$ cat config.mk
export PLATFORM = sky130hd
export DESIGN_NAME = cmdlist_sequencer
export DESIGN_NICKNAME = d
export VERILOG_FILES = /design/src/rtl/cls_pkg.sv /design/src/rtl/cls_ret_stack.sv /design/src/rtl/cls_cmd_decode.sv /design/src/rtl/cmdlist_sequencer.sv
export SDC_FILE = /design/constraint.sdc
export NUM_CORES = 1
export LEC_CHECK = 0
export BUFFER_PORTS_ARGS = -buffer_cell sky130_fd_sc_hd__buf_2
export CAP_MARGIN = 20
export CORE_MARGIN = 3
export CORE_UTILIZATION = 45
export DETAILED_ROUTE_END_ITERATION = 6
export PLACE_DENSITY = 0.71
export SYNTH_ARGS = -nofsm -noshare
export SYNTH_HDL_FRONTEND = slang
export SYNTH_HIERARCHICAL = 1
export SYNTH_SLANG_ARGS = --single-unit
export TNS_END_PERCENT = 30
$ cat constraint.sdc
create_clock -name clk -period 5.2 [get_ports clk]
set_clock_uncertainty 0.05 [all_clocks]
set_input_delay 1.04 -clock clk [delete_from_list [all_inputs] [get_ports clk]]
set_output_delay 1.04 -clock clk [all_outputs]
set_load 0.05 [all_outputs]
$ cat src/rtl/cls_pkg.sv
package cls_pkg;

    localparam int CMD_W  = 32;
    localparam int OP_LSB = 28;
    localparam int DRAW_W = OP_LSB;

    localparam logic [3:0] OP_END  = 4'd0;
    localparam logic [3:0] OP_CALL = 4'd1;
    localparam logic [3:0] OP_RET  = 4'd2;
    localparam logic [3:0] OP_TILE = 4'd3;
    localparam logic [3:0] OP_DRAW = 4'd4;

    typedef enum logic [1:0] {
        ST_IDLE,
        ST_RUN,
        ST_DRAIN
    } seq_state_t;

    typedef enum logic [3:0] {
        A_NEXT,
        A_CALL,
        A_RET,
        A_DRAW,
        A_END,
        A_TILE,
        A_OVF,
        A_UNF,
        A_INV
    } act_t;

    typedef struct packed {
        logic frame;
        logic tile;
        logic ovf;
        logic unf;
        logic inv;
    } evt_t;

    function automatic act_t classify(input logic [3:0] op, input logic full,
                                      input logic empty, input logic tile_req);
        act_t a;
        case (op)
            OP_END:  a = A_END;
            OP_CALL: a = full ? A_OVF : A_CALL;
            OP_RET:  a = empty ? A_UNF : A_RET;
            OP_TILE: a = tile_req ? A_TILE : A_NEXT;
            OP_DRAW: a = A_DRAW;
            default: a = A_INV;
        endcase
        return a;
    endfunction

    function automatic logic ends_run(input act_t a);
        return (a == A_END) || (a == A_TILE) || (a == A_OVF) ||
               (a == A_UNF) || (a == A_INV);
    endfunction

endpackage

$ cat src/rtl/cls_ret_stack.sv
module cls_ret_stack #(
    parameter int DEPTH  = 8,
    parameter int ADDR_W = 16
) (
    input  logic                         clk,
    input  logic                         rst,
    input  logic                         clr,
    input  logic                         push,
    input  logic                         pop,
    input  logic [ADDR_W-1:0]            push_addr,
    output logic [ADDR_W-1:0]            top_addr,
    output logic                         full,
    output logic                         empty,
    output logic [$clog2(DEPTH+1)-1:0]   depth_o
);

    localparam int SP_W  = $clog2(DEPTH + 1);
    localparam int IDX_W = (DEPTH > 1) ? $clog2(DEPTH) : 1;

    logic [ADDR_W-1:0] mem [DEPTH];
    logic [SP_W-1:0]   sp;
    logic [SP_W-1:0]   sp_dec;

    assign sp_dec   = sp - SP_W'(1);
    assign full     = (sp == SP_W'(DEPTH));
    assign empty    = (sp == '0);
    assign top_addr = mem[sp_dec[IDX_W-1:0]];
    assign depth_o  = sp;

    always_ff @(posedge clk) begin
        if (rst || clr) begin
            sp <= '0;
        end else if (push && !full) begin
            mem[sp[IDX_W-1:0]] <= push_addr;
            sp <= sp + SP_W'(1);
        end else if (pop && !empty) begin
            sp <= sp_dec;
        end
    end

endmodule

$ cat src/rtl/cls_cmd_decode.sv
module cls_cmd_decode
    import cls_pkg::*;
#(
    parameter int ADDR_W = 16
) (
    input  logic [CMD_W-1:0]  word,
    input  logic              full,
    input  logic              empty,
    input  logic              tile_req,
    output act_t              act,
    output logic [ADDR_W-1:0] target,
    output logic [DRAW_W-1:0] payload
);

    always_comb begin
        act     = classify(word[CMD_W-1:OP_LSB], full, empty, tile_req);
        target  = word[ADDR_W-1:0];
        payload = word[DRAW_W-1:0];
    end

endmodule

$ cat src/rtl/cmdlist_sequencer.sv
module cmdlist_sequencer
    import cls_pkg::*;
#(
    parameter int ADDR_W = 16,
    parameter int DEPTH  = 8,
    parameter int CNT_W  = 8
) (
    input  logic              clk,
    input  logic              rst,
    input  logic              start_i,
    input  logic              cmd_valid_i,
    output logic              cmd_ready_o,
    input  logic [31:0]       cmd_word_i,
    input  logic              tile_end_req_i,
    input  logic [CNT_W-1:0]  wr_pending_i,
    output logic [ADDR_W-1:0] fetch_addr_o,
    output logic              busy_o,
    output logic              draw_o,
    output logic [27:0]       draw_arg_o,
    output logic              frame_end_o,
    output logic              tile_end_o,
    output logic              stack_ovf_o,
    output logic              stack_unf_o,
    output logic              bad_cmd_o
);

    localparam int SP_W = $clog2(DEPTH + 1);

    seq_state_t          state;
    logic [ADDR_W-1:0]   fetch_q;
    logic [ADDR_W-1:0]   next_addr;
    logic [ADDR_W-1:0]   ret_addr;
    logic [ADDR_W-1:0]   target;
    logic [DRAW_W-1:0]   payload;
    logic [DRAW_W-1:0]   draw_arg_q;
    logic                draw_q;
    evt_t                evt_q;
    act_t                act;
    logic                accept;
    logic                stk_full;
    logic                stk_empty;
    logic [SP_W-1:0]     stk_depth;

    assign accept    = (state == ST_RUN) && cmd_valid_i;
    assign next_addr = fetch_q + ADDR_W'(1);

    cls_cmd_decode #(.ADDR_W(ADDR_W)) i_decode (
        .word     (cmd_word_i),
        .full     (stk_full),
        .empty    (stk_empty),
        .tile_req (tile_end_req_i),
        .act      (act),
        .target   (target),
        .payload  (payload)
    );

    cls_ret_stack #(.DEPTH(DEPTH), .ADDR_W(ADDR_W)) i_stack (
        .clk       (clk),
        .rst       (rst),
        .clr       (accept && ends_run(act)),
        .push      (accept && (act == A_CALL)),
        .pop       (accept && (act == A_RET)),
        .push_addr (next_addr),
        .top_addr  (ret_addr),
        .full      (stk_full),
        .empty     (stk_empty),
        .depth_o   (stk_depth)
    );

    always_ff @(posedge clk) begin
        if (rst) begin
            state      <= ST_IDLE;
            fetch_q    <= '0;
            evt_q      <= '0;
            draw_q     <= 1'b0;
            draw_arg_q <= '0;
        end else begin
            evt_q  <= '0;
            draw_q <= 1'b0;
            case (state)
                ST_IDLE: begin
                    if (start_i) begin
                        state   <= ST_RUN;
                        fetch_q <= '0;
                    end
                end
                ST_RUN: begin
                    if (accept) begin
                        case (act)
                            A_NEXT: fetch_q <= next_addr;
                            A_DRAW: begin
                                fetch_q    <= next_addr;
                                draw_q     <= 1'b1;
                                draw_arg_q <= payload;
                            end
                            A_CALL: fetch_q <= target;
                            A_RET:  fetch_q <= ret_addr;
                            A_END:  state <= ST_DRAIN;
                            A_TILE: begin
                                evt_q.tile <= 1'b1;
                                state      <= ST_IDLE;
                            end
                            A_OVF: begin
                                evt_q.ovf <= 1'b1;
                                state     <= ST_IDLE;
                            end
                            A_UNF: begin
                                evt_q.unf <= 1'b1;
                                state     <= ST_IDLE;
                            end
                            default: begin
                                evt_q.inv <= 1'b1;
                                state     <= ST_IDLE;
                            end
                        endcase
                    end
                end
                ST_DRAIN: begin
                    if (wr_pending_i == '0) begin
                        evt_q.frame <= 1'b1;
                        state       <= ST_IDLE;
                    end
                end
                default: state <= ST_IDLE;
            endcase
        end
    end

    assign cmd_ready_o  = (state == ST_RUN);
    assign busy_o       = (state != ST_IDLE);
    assign fetch_addr_o = fetch_q;
    assign draw_o       = draw_q;
    assign draw_arg_o   = draw_arg_q;
    assign frame_end_o  = evt_q.frame;
    assign tile_end_o   = evt_q.tile;
    assign stack_ovf_o  = evt_q.ovf;
    assign stack_unf_o  = evt_q.unf;
    assign bad_cmd_o    = evt_q.inv;

endmodule

# [Yosys cells after proc, flatten, opt, wreduce, memory -nomap -nowiden]
# Memories as Yosys holds them, arrays and structs flattened.
# Index checks and enable logic that the tools add are counted.
[word_totals] ram_bits=128 out_inout_bits=52 input_bits=45 mem_count=1 register_bits=56 wordCells=90
[classes] reduce_logical=29 muxes=24 n_eq_ne=20 add_sub_neg=3 n_bitwise=3
[mem_list] name="i_stack.mem" depth=8 width=16 rd=1 rd_ports_with_merged_regs=0 wr=1 line="cls_ret_stack.sv:20" source="logic [ADDR_W-1:0] mem [DEPTH];"
[op_table] op="case mux 16 bit (3 select lines)" n=1
[op_table] op="2-to-1 mux 16 bit" n=2
[op_table] op="case mux 16 bit (2 select lines)" n=1
[op_table] op="equality test 4 x 3 -> 1 bit, second input constant" n=5
[op_table] op="case mux 4 bit (5 select lines)" n=1
[op_table] op="adder 16 x 1 -> 16 bit, second input constant" n=1
[op_table] op="equality test 4 x 2 -> 1 bit, second input constant" n=4
[op_table] op="zero test 4 bit" n=3
[op_table] op="2-to-1 mux 1 bit" n=9
[op_table] op="2-to-1 mux 3 bit" n=3
[op_table] op="equality test 4 x 1 -> 1 bit, second input constant" n=2
[op_table] op="equality test 4 bit, second input constant" n=2
[op_table] op="zero test 8 bit" n=1
[op_table] op="2-to-1 mux 4 bit" n=2
[op_table] op="AND reduction 4 bit" n=2
[op_table] op="OR reduction 8 bit" n=1
[op_table] op="logical AND 1 bit" n=6
[op_table] op="2-to-1 mux 2 bit" n=3
[op_table] op="!= test 2 bit, second input constant" n=3
[op_table] op="case mux 2 bit (3 select lines)" n=1
[op_table] op="nonzero test 2 bit" n=3
[op_table] op="logical OR 1 bit" n=5
[op_table] op="adder 4 x 1 -> 4 bit, second input constant" n=1
[op_table] op="!= test 4 x 2 -> 1 bit, second input constant" n=1
[op_table] op="12 further kinds" n=16

# [Longest topological paths before layout]
# Gate-level depths: netlist of the first run.
[logic_depth] ltp_word=12 mapped_depth=16 mapped_depth_nobuf=13

# [Modules after synthesis]
# The synthesis of the first run kept the hierarchy.
[by_module_without_submodules] module="cls_ret_stack" cells_each=243 instances=1 seq_area_each_um2=3923.8 area_per_inst_um2=5231.3
[by_module_without_submodules] module="cmdlist_sequencer" cells_each=342 instances=1 seq_area_each_um2=1041.0 area_per_inst_um2=2620.0
[by_module_without_submodules] module="cls_cmd_decode" cells_each=57 instances=1 seq_area_each_um2=0.0 area_per_inst_um2=429.2

# [Worst setup path after synthesis of the first run]
# Ideal clock, no wire load.
[synth_path] kind="reg2reg" from="register i_stack.sp[0], in the netlist i_stack/depth_o[0]" to="memory i_stack.mem[0][0], enable pin" setup_ns=0.409 period_less_slack_ns=4.476 arrival_ns=4.016 slack_ns=0.724 stages_incl_launch_ff=16 n_path_buf=3 required_time_ns=4.741 cell_sequence="dfxtp_1 > buf_1 > inv_1 > ha_1 > buf_2 > nand3b_1 > inv_1 > or3_1 > a211oi_2 > clkbuf_1 > nor2_1 > a21oi_1 > nor2_1 > nor2_1 > nand3_1 > nor3_1"
[synth_between] elab_chain_len=12 elab_cells_between_ends=23 cone_classes="eq/ne: 7; mux: 6; reduce/logical: 10"
[synth_lines] element="start, declared" line="cls_ret_stack.sv:21" source="logic [SP_W-1:0] sp;"
[synth_lines] element="start signal, assigned" line="cls_ret_stack.sv:35" source="sp <= sp + SP_W'(1);"
[synth_lines] element="start signal, assigned" line="cls_ret_stack.sv:37" source="sp <= sp_dec;"
[synth_lines] element="equality test 4 bit (*)" line="cls_ret_stack.sv:25" source="assign full = (sp == SP_W'(DEPTH));"
[synth_lines] element="via stk_full" line="cmdlist_sequencer.sv:40" source="logic stk_full;"
[synth_lines] element="2-to-1 mux 3 bit (*)" line="cls_pkg.sv:44" source="OP_CALL: a = full ? A_OVF : A_CALL;"
[synth_lines] element="case mux 4 bit (5 select lines) (*)" line="cls_pkg.sv:42" source="case (op)"
[synth_lines] element="via act[0]" line="cmdlist_sequencer.sv:38" source="act_t act;"
[synth_lines] element="equality test 4 x 3 -> 1 bit" line="cls_pkg.sv:54" source="return (a == A_END) || (a == A_TILE) || (a == A_OVF) ||"
[synth_lines] element="logical OR 1 bit (3 in a row)" line="cls_pkg.sv:54"
[synth_lines] element="logical OR 1 bit" line="cls_pkg.sv:55" source="(a == A_UNF) || (a == A_INV);"
[synth_lines] element="logical AND 1 bit" line="cmdlist_sequencer.sv:60" source=".clr (accept && ends_run(act)),"
[synth_lines] element="logical OR 1 bit" line="cls_ret_stack.sv:31" source="if (rst || clr) begin"
[synth_lines] element="2-to-1 mux 1 bit (*)" line="cls_ret_stack.sv:31"
[synth_lines] element="2-to-1 mux 1 bit (not written as such) (*)" line="cls_ret_stack.sv:34" source="mem[sp[IDX_W-1:0]] <= push_addr;"
[synth_lines] element="end, declared" line="cls_ret_stack.sv:20"
# The timed path passes the listed nets; every way through them passes the cells marked *.

# [Worst setup path after layout of the first run]
[layout_path] from="register i_stack.sp[1], in the netlist i_stack/depth_o[1]" to="memory i_stack.mem[0][13], enable pin"
[layout_between] elab_chain_len=12 elab_cells_between_ends=23 cone_classes="eq/ne: 7; mux: 6; reduce/logical: 10"
[layout_lines] element="zero test 4 bit (*)" line="cls_ret_stack.sv:26" source="assign empty = (sp == '0);"
[layout_lines] element="via stk_empty" line="cmdlist_sequencer.sv:41" source="logic stk_empty;"
[layout_lines] element="2-to-1 mux 3 bit (*)" line="cls_pkg.sv:45" source="OP_RET: a = empty ? A_UNF : A_RET;"
[layout_lines] element="case mux 4 bit (5 select lines) (*)" line="cls_pkg.sv:42"
[layout_lines] element="via act[2]" line="cmdlist_sequencer.sv:38"
[layout_lines] element="equality test 4 x 3 -> 1 bit" line="cls_pkg.sv:54"
[layout_lines] element="logical OR 1 bit (3 in a row)" line="cls_pkg.sv:54"
[layout_lines] element="logical OR 1 bit" line="cls_pkg.sv:55"
[layout_lines] element="logical AND 1 bit" line="cmdlist_sequencer.sv:60"
[layout_lines] element="logical OR 1 bit" line="cls_ret_stack.sv:31"
[layout_lines] element="2-to-1 mux 1 bit (*)" line="cls_ret_stack.sv:31"
[layout_lines] element="2-to-1 mux 1 bit (not written as such) (*)" line="cls_ret_stack.sv:34"
# Marks and branches as above.

==> impl_metrics.toml, run 1 <==
[finish]
syn_to_final_growth_pct = 11.74
register_area_sq_um = 4966
fillers = 1469
final_nets = 739
multi_input_area_sq_um = 2748
drive_above_1_share_pct = 29.40
diodes = 0

[status]
status = "finished with violations"
violations = "design-rule violations"

[flow_run]
max_cap_violations = 0

[global_routing]
grt_max_degree = 54
met3_usage_pct = 5.157
grt.busiest_layer = "met2"
overflow = 0
grt_use_total_pct = 19.27
grtUsageMet1_pct = 25.02
grt_first_pass_wirelength_um = 29660
grt_pass1_vias = 5348
antenna_found_initial = 0
grtUsageMet2_pct = 31.75

[floorplanning]
row_count = 48
design.die.area_sq_um = 20060
fp.dieW_um = 141.7
start_util_pct = 46.90
core_sq_um = 17660
die_h_um = 141.7
io-pin-count = 97

[synth]
yosysWarningCount = 6
synthAdderAreaFrac_pct = 0.4533
yosys-top-cells-count = "128 x edfxtp_1, 75 x nand2_1, 56 x dfxtp_1"
yosysSeqAreaShare_pct = 59.96
synthSimpleGateAreaFrac_pct = 10.59
avgSynthCellArea_sq_um = 12.90
synth_edf_count = 128
netlist.area_leader.share_pct = 46.42
synth_area_sq_um = 8280
synth_cell_types = 60
synth-compound-area-share_pct = 8.840
synthCells = 642
synth-seq-cells = 184
synthXorXnorAreaFrac_pct = 1.798
syn-num-nets = 690
yosysMostFrequentCell = "edfxtp_1"
synth_top_family_by_area = "multiplexers"
synth_largest_area_cell = "edfxtp_1"
synth_top_flop_cell = "edfxtp_1"
synth_mux_area_share_pct = 11.38
synth.top_cells.by_area = "edfxtp_1 46%, dfxtp_1 14%, mux4_2 8.7%, buf_4 4.2%, nand2_1 3.4%"
ys_async_sr_fraction_pct = 0

[detailed_routing]
routed_wl_um = 19140
dr.first_iter.drc_count = 581
avgViaCountPerCell = 5.826
wire_per_inst_um = 20.60
postRouteAntennaNets = 0
drc = 1
num_vias = 5412
first_pass_iters = 7

[sta]
slew_violations = 0
finalSetupViolCount = 0
hold_violations = 0
fin_tns_setup_ns = 0
maxSlewHeadroom_pct = 29.28
worstMarginPinSlew_ns = 1.060
period_minus_slack_ns = 4.278
clock.fmax_mhz = 233.7
finalCritPeriodShare_pct = 82.27
rsz0062_at_grt = "false"

[clocking]
cts-root-buf = "clkbuf_16"
cts_max_level = 4
cts_buffers = 17
cts_setup_buffers = 0
cts_buffer_depth = 2
cts_tree = "built"
hold_buffers = 0
worstSkewPairLatency_ns = 0.43
cts_sinks = 184
clkTransAtPathRegs_ns = 0.07
cts_resized = 0

[placement]
gp_congestion = 0.8664
portBuffers = 96
post-dp-hpwl_um = 13050

[min_path]
hold_path.class = "register to register"

[power]
p_leak_nw = 3.458
fin_total_pwr_mw = 2.993
ir_drop_v = 0.0002378
powerDensity_nw_per_um2 = 323.4

[critical_path]
cp_slowest_cell = "nor3_2"
cp-end-kind = "register"
critPathBufInv = 3
slowest_delay_ns = 0.62
worstPathArrival_ns = 4.35
critical_path_required_ns = 5.28
startpoint_type = "register"
cp_max_fo = 12
critPathKind = "register to register"
rrSetupSlack_ns = 0.92
crit_path_cell_trace = "inv_1 -> ha_1 -> nor3b_1 -> mux2i_1 -> a2111oi_2 -> nor2_1 -> nand3_1 -> nor2_1 -> buf_4 -> nand3_1 -> nor3_2 -> buf_4"
path_delay_family = "simple AND/OR/NAND/NOR gates"
[final timing paths]
kind / depth (start not counted) / endpoint / start
max: 12 / i_stack/mem[0][13] / i_stack/depth_o[1]
max reg2reg: 12 / i_stack/mem[0][13] / i_stack/depth_o[1]
min: 2 / draw_arg_o[2] / draw_arg_o[2]
min reg2reg: 2 / draw_arg_o[2] / draw_arg_o[2]
[cell families (layout without fill, tap and decap cells)]
| kind of cell | Yosys count | after routing |
|---|---|---|
| compound gates | 112 | 112 |
| xor+xnor | 17 | 17 |
| flops | 184 | 184 |
| mux | 52 | 52 |
| fa+ha+maj | 3 | 3 |
| simple gates | 182 | 182 |
| buf+inv | 92 | 154 |
[tightest hold or removal path, stage by stage (launching register included)]
cell and delay, ns:
dfxtp_1 0.31, nand2_1 0.05, a21oi_1 0.05
[where the power goes]
part	leakage, nW	switching [mW]	total, mW	internal [mW]
clock	0.300	0.571	1.34	0.768
sequential	1.85	0.00259	1.55	1.55
combinational	1.31	0.0680	0.102	0.0340
total	3.46	0.642	2.99	2.35
[metal layers]
layer | up-vias | part of all wire (%)
li1 | 2457 | -
met1 | 2724 | 41
met2 | 194 | 51
met3 | 37 | 5.6
met4 | 0 | 2.1
met5 | - | 0
[cells in the final DEF, fill, tap and decap left out, types with 15 or more instances in the layout]
cell         n
edfxtp_1   128
buf_2       96
nand2_1     75
dfxtp_1     55
a21oi_1     49
nor2_1      37
mux4_2      32
clkbuf_16   17
mux2_2      17
buf_4       17
nand3_1     15
[per-stage QoR]
step	hold slack [ns]	util, %	cell area, sq um	instances	setup slack [ns]
3_3_place_gp	0.3906	48.87	8630	896	0.8960
3_5_place_dp	0.3971	48.87	8630	896	0.7363
6_report	0.4083	52.40	9253	929	0.9219
2_1_floorplan	0.4580	-	8280	642	0.7245
4_1_cts	0.4064	52.36	9245	928	0.8368
5_1_grt	0.4211	52.40	9253	929	0.5852
[registers in the layout, indices dropped and copies added, names as in the netlist]
register,cells
frame_end_o,1
bad_cmd_o,1
stack_unf_o,1
draw_o,1
tile_end_o,1
stack_ovf_o,1
i_stack/mem,128
i_stack/depth_o,4
draw_arg_o,28
fetch_addr_o,16
state,2
[area by class of cell]
cell class	count	share of cell area, %
inverters	9	0.3651
clock inverters	15	2.055
well taps	225	3.043
multi-input cells	366	29.70
repair buffers	113	6.572
clock buffers	17	4.598
flip-flops and latches	184	53.67
No activity file was read; power rests on OpenSTA's default activity.
==> run 2: changes to the inputs <==
--- a/config.mk
+++ b/config.mk
@@ -10,7 +10,7 @@
 export CORE_MARGIN = 3
 export CORE_UTILIZATION = 45
 export DETAILED_ROUTE_END_ITERATION = 6
-export PLACE_DENSITY = 0.71
+export PLACE_DENSITY = 0.74
 export SYNTH_ARGS = -nofsm -noshare
 export SYNTH_HDL_FRONTEND = slang
 export SYNTH_HIERARCHICAL = 1
==> constraint.sdc (replaced) <==
create_clock -name clk -period 3.6 [get_ports clk]
set_clock_uncertainty 0.05 [all_clocks]
set_input_delay 0.72 -clock clk [delete_from_list [all_inputs] [get_ports clk]]
set_output_delay 0.72 -clock clk [all_outputs]
set_load 0.05 [all_outputs]
==> run 2 against run 1 <==
  * The run now ends clean
  * Sequential power grew 45%
  * Register-to-register slack lost 0.69 ns
  * Non-clock buffer count grew 5
  * Hold slack lost 0.0055 ns
  * Final area grew 1.3%
  * Die area is the same
  * Largest power group unchanged
==> impl_metrics.toml, run 2 (synthesis results as in run 1) <==
[sta]
clock.fmax_mhz = 297.1
slew_violations = 0
finalSetupViolCount = 0
finalCritPeriodShare_pct = 93.48
worstMarginPinSlew_ns = 1.022
hold_violations = 0
rsz0062_at_grt = "false"
period_minus_slack_ns = 3.365
maxSlewHeadroom_pct = 31.87
fin_tns_setup_ns = 0

[clocking]
cts_tree = "built"
worstSkewPairLatency_ns = 0.43
cts-root-buf = "clkbuf_16"
cts_sinks = 184
cts_buffer_depth = 2
hold_buffers = 0
cts_buffers = 17
clkTransAtPathRegs_ns = 0.07
cts_max_level = 4

[finish]
fillers = 1468
fin_cells = 934
design_area_sq_um = 9376
largest_reg_flops = 128
drive_above_1_share_pct = 31.17
final_common_cell = "edfxtp_1"
diodes = 0
final_cell_mix = "128 x edfxtp_1, 96 x buf_2, 75 x nand2_1"
syn_to_final_growth_pct = 13.24
final_nets = 744

[placement]
gp_congestion = 0.9241
placed_cells = 902
post-dp-hpwl_um = 13300
dpl_cell_area_sq_um = 8722
portBuffers = 96

[detailed_routing]
dr.first_iter.drc_count = 638
postRouteAntennaNets = 0
num_vias = 5537
drc = 0
routed_wl_um = 19340
avgViaCountPerCell = 5.928
wire_per_inst_um = 20.71
first_pass_iters = 5

[critical_path]
rr_worst_depth = 12
cp_slowest_cell = "nor2_4"
critPathBufInv = 4
cp-end-kind = "register"
path_delay_family = "simple AND/OR/NAND/NOR gates"
worstPathArrival_ns = 3.39
crit_path_cell_trace = "inv_1 -> ha_1 -> buf_4 -> nand3b_1 -> inv_1 -> or3_1 -> a211oi_2 -> buf_4 -> nand2b_1 -> nor2_1 -> nand3_2 -> nor2_4"
critical_path_required_ns = 3.62
cp_max_fo = 16
cp_num_cells = 12
startpoint_type = "register"
critPathKind = "register to register"
slowest_delay_ns = 0.52

[global_routing]
antenna_found_initial = 0
grt_first_pass_wirelength_um = 29720
grt_use_total_pct = 19.43
overflow = 0
grt_pass1_vias = 5215
grt_max_degree = 54

[power]
ir_drop_v = 0.0005010
powerDensity_nw_per_um2 = 470.7
p_leak_nw = 3.490
fin_total_pwr_mw = 4.413

[min_path]
hold_path.class = "register to register"
hold_path_depth = 2

[floorplanning]
die_h_um = 141.7
design.die.area_sq_um = 20060
core_sq_um = 17660
fp.dieW_um = 141.7
io-pin-count = 97
row_count = 48
start_util_pct = 46.90

[status]
status = "finished clean"

[flow_run]
max_cap_violations = 0
-- run 2: layout make-up --
class / count / area (sq um) / area share [%]
tap: 225 / 281.5 / 3.002
timing repair buffer: 118 / 645.6 / 6.886
clock inverter: 15 / 226.5 / 2.415
inverter: 9 / 33.78 / 0.3603
sequential: 184 / 4966 / 52.96
multi-input combinational: 366 / 2798 / 29.84
clock buffer: 17 / 425.4 / 4.537
-- run 2: power by group --
part	leakage (nW)	internal (mW)	total [mW]	switching, mW
Clock	0.320	1.14	2.02	0.878
Combinational	1.32	0.0544	0.156	0.102
Sequential	1.85	2.24	2.24	0.00415
Total	3.49	3.43	4.41	0.985
-- run 2: per-stage QoR --
step	utilization [%]	hold slack (ns)	setup WS, ns
CTS	53.09	0.4022	0.2678
global placement	49.40	0.3904	0.3711
floorplan	-	0.4580	-0.005947
global route	53.10	0.4292	0.01293
finish	53.10	0.4028	0.2346
detailed placement	49.40	0.3952	0.2570
-- run 2: repair_timing --
item,CTS,global route
buffers inserted,0,0
endpoints found under the setup margin,0,1
endpoints found under the hold margin,0,0
gates resized for setup,0,1
-- run 2: final timing paths --
check / startpoint / end / slack [ns]
min reg2reg: draw_arg_o[27] / draw_arg_o[27] / 0.40
max reg2reg: i_stack/depth_o[0] / i_stack/mem[1][3] / 0.23
min: draw_arg_o[27] / draw_arg_o[27] / 0.40
max: i_stack/depth_o[0] / i_stack/mem[1][3] / 0.23
-- run 2: metal layers --
layer	routed length (um)	track usage [%]
met3	1552	4.011
met2	9821	32.13
met1	7506	25.64
met4	459	6.869
met5	0	0
-- run 2: worst register-to-register path, cell delays in order (launching register included) --
cell and delay (ns):
dfxtp_2 0.32, inv_1 0.07, ha_1 0.22, buf_4 0.16, nand3b_1 0.10, inv_1 0.08, or3_1 0.33, a211oi_2 0.28
buf_4 0.22, nand2b_1 0.16, nor2_1 0.23, nand3_2 0.26, nor2_4 0.52
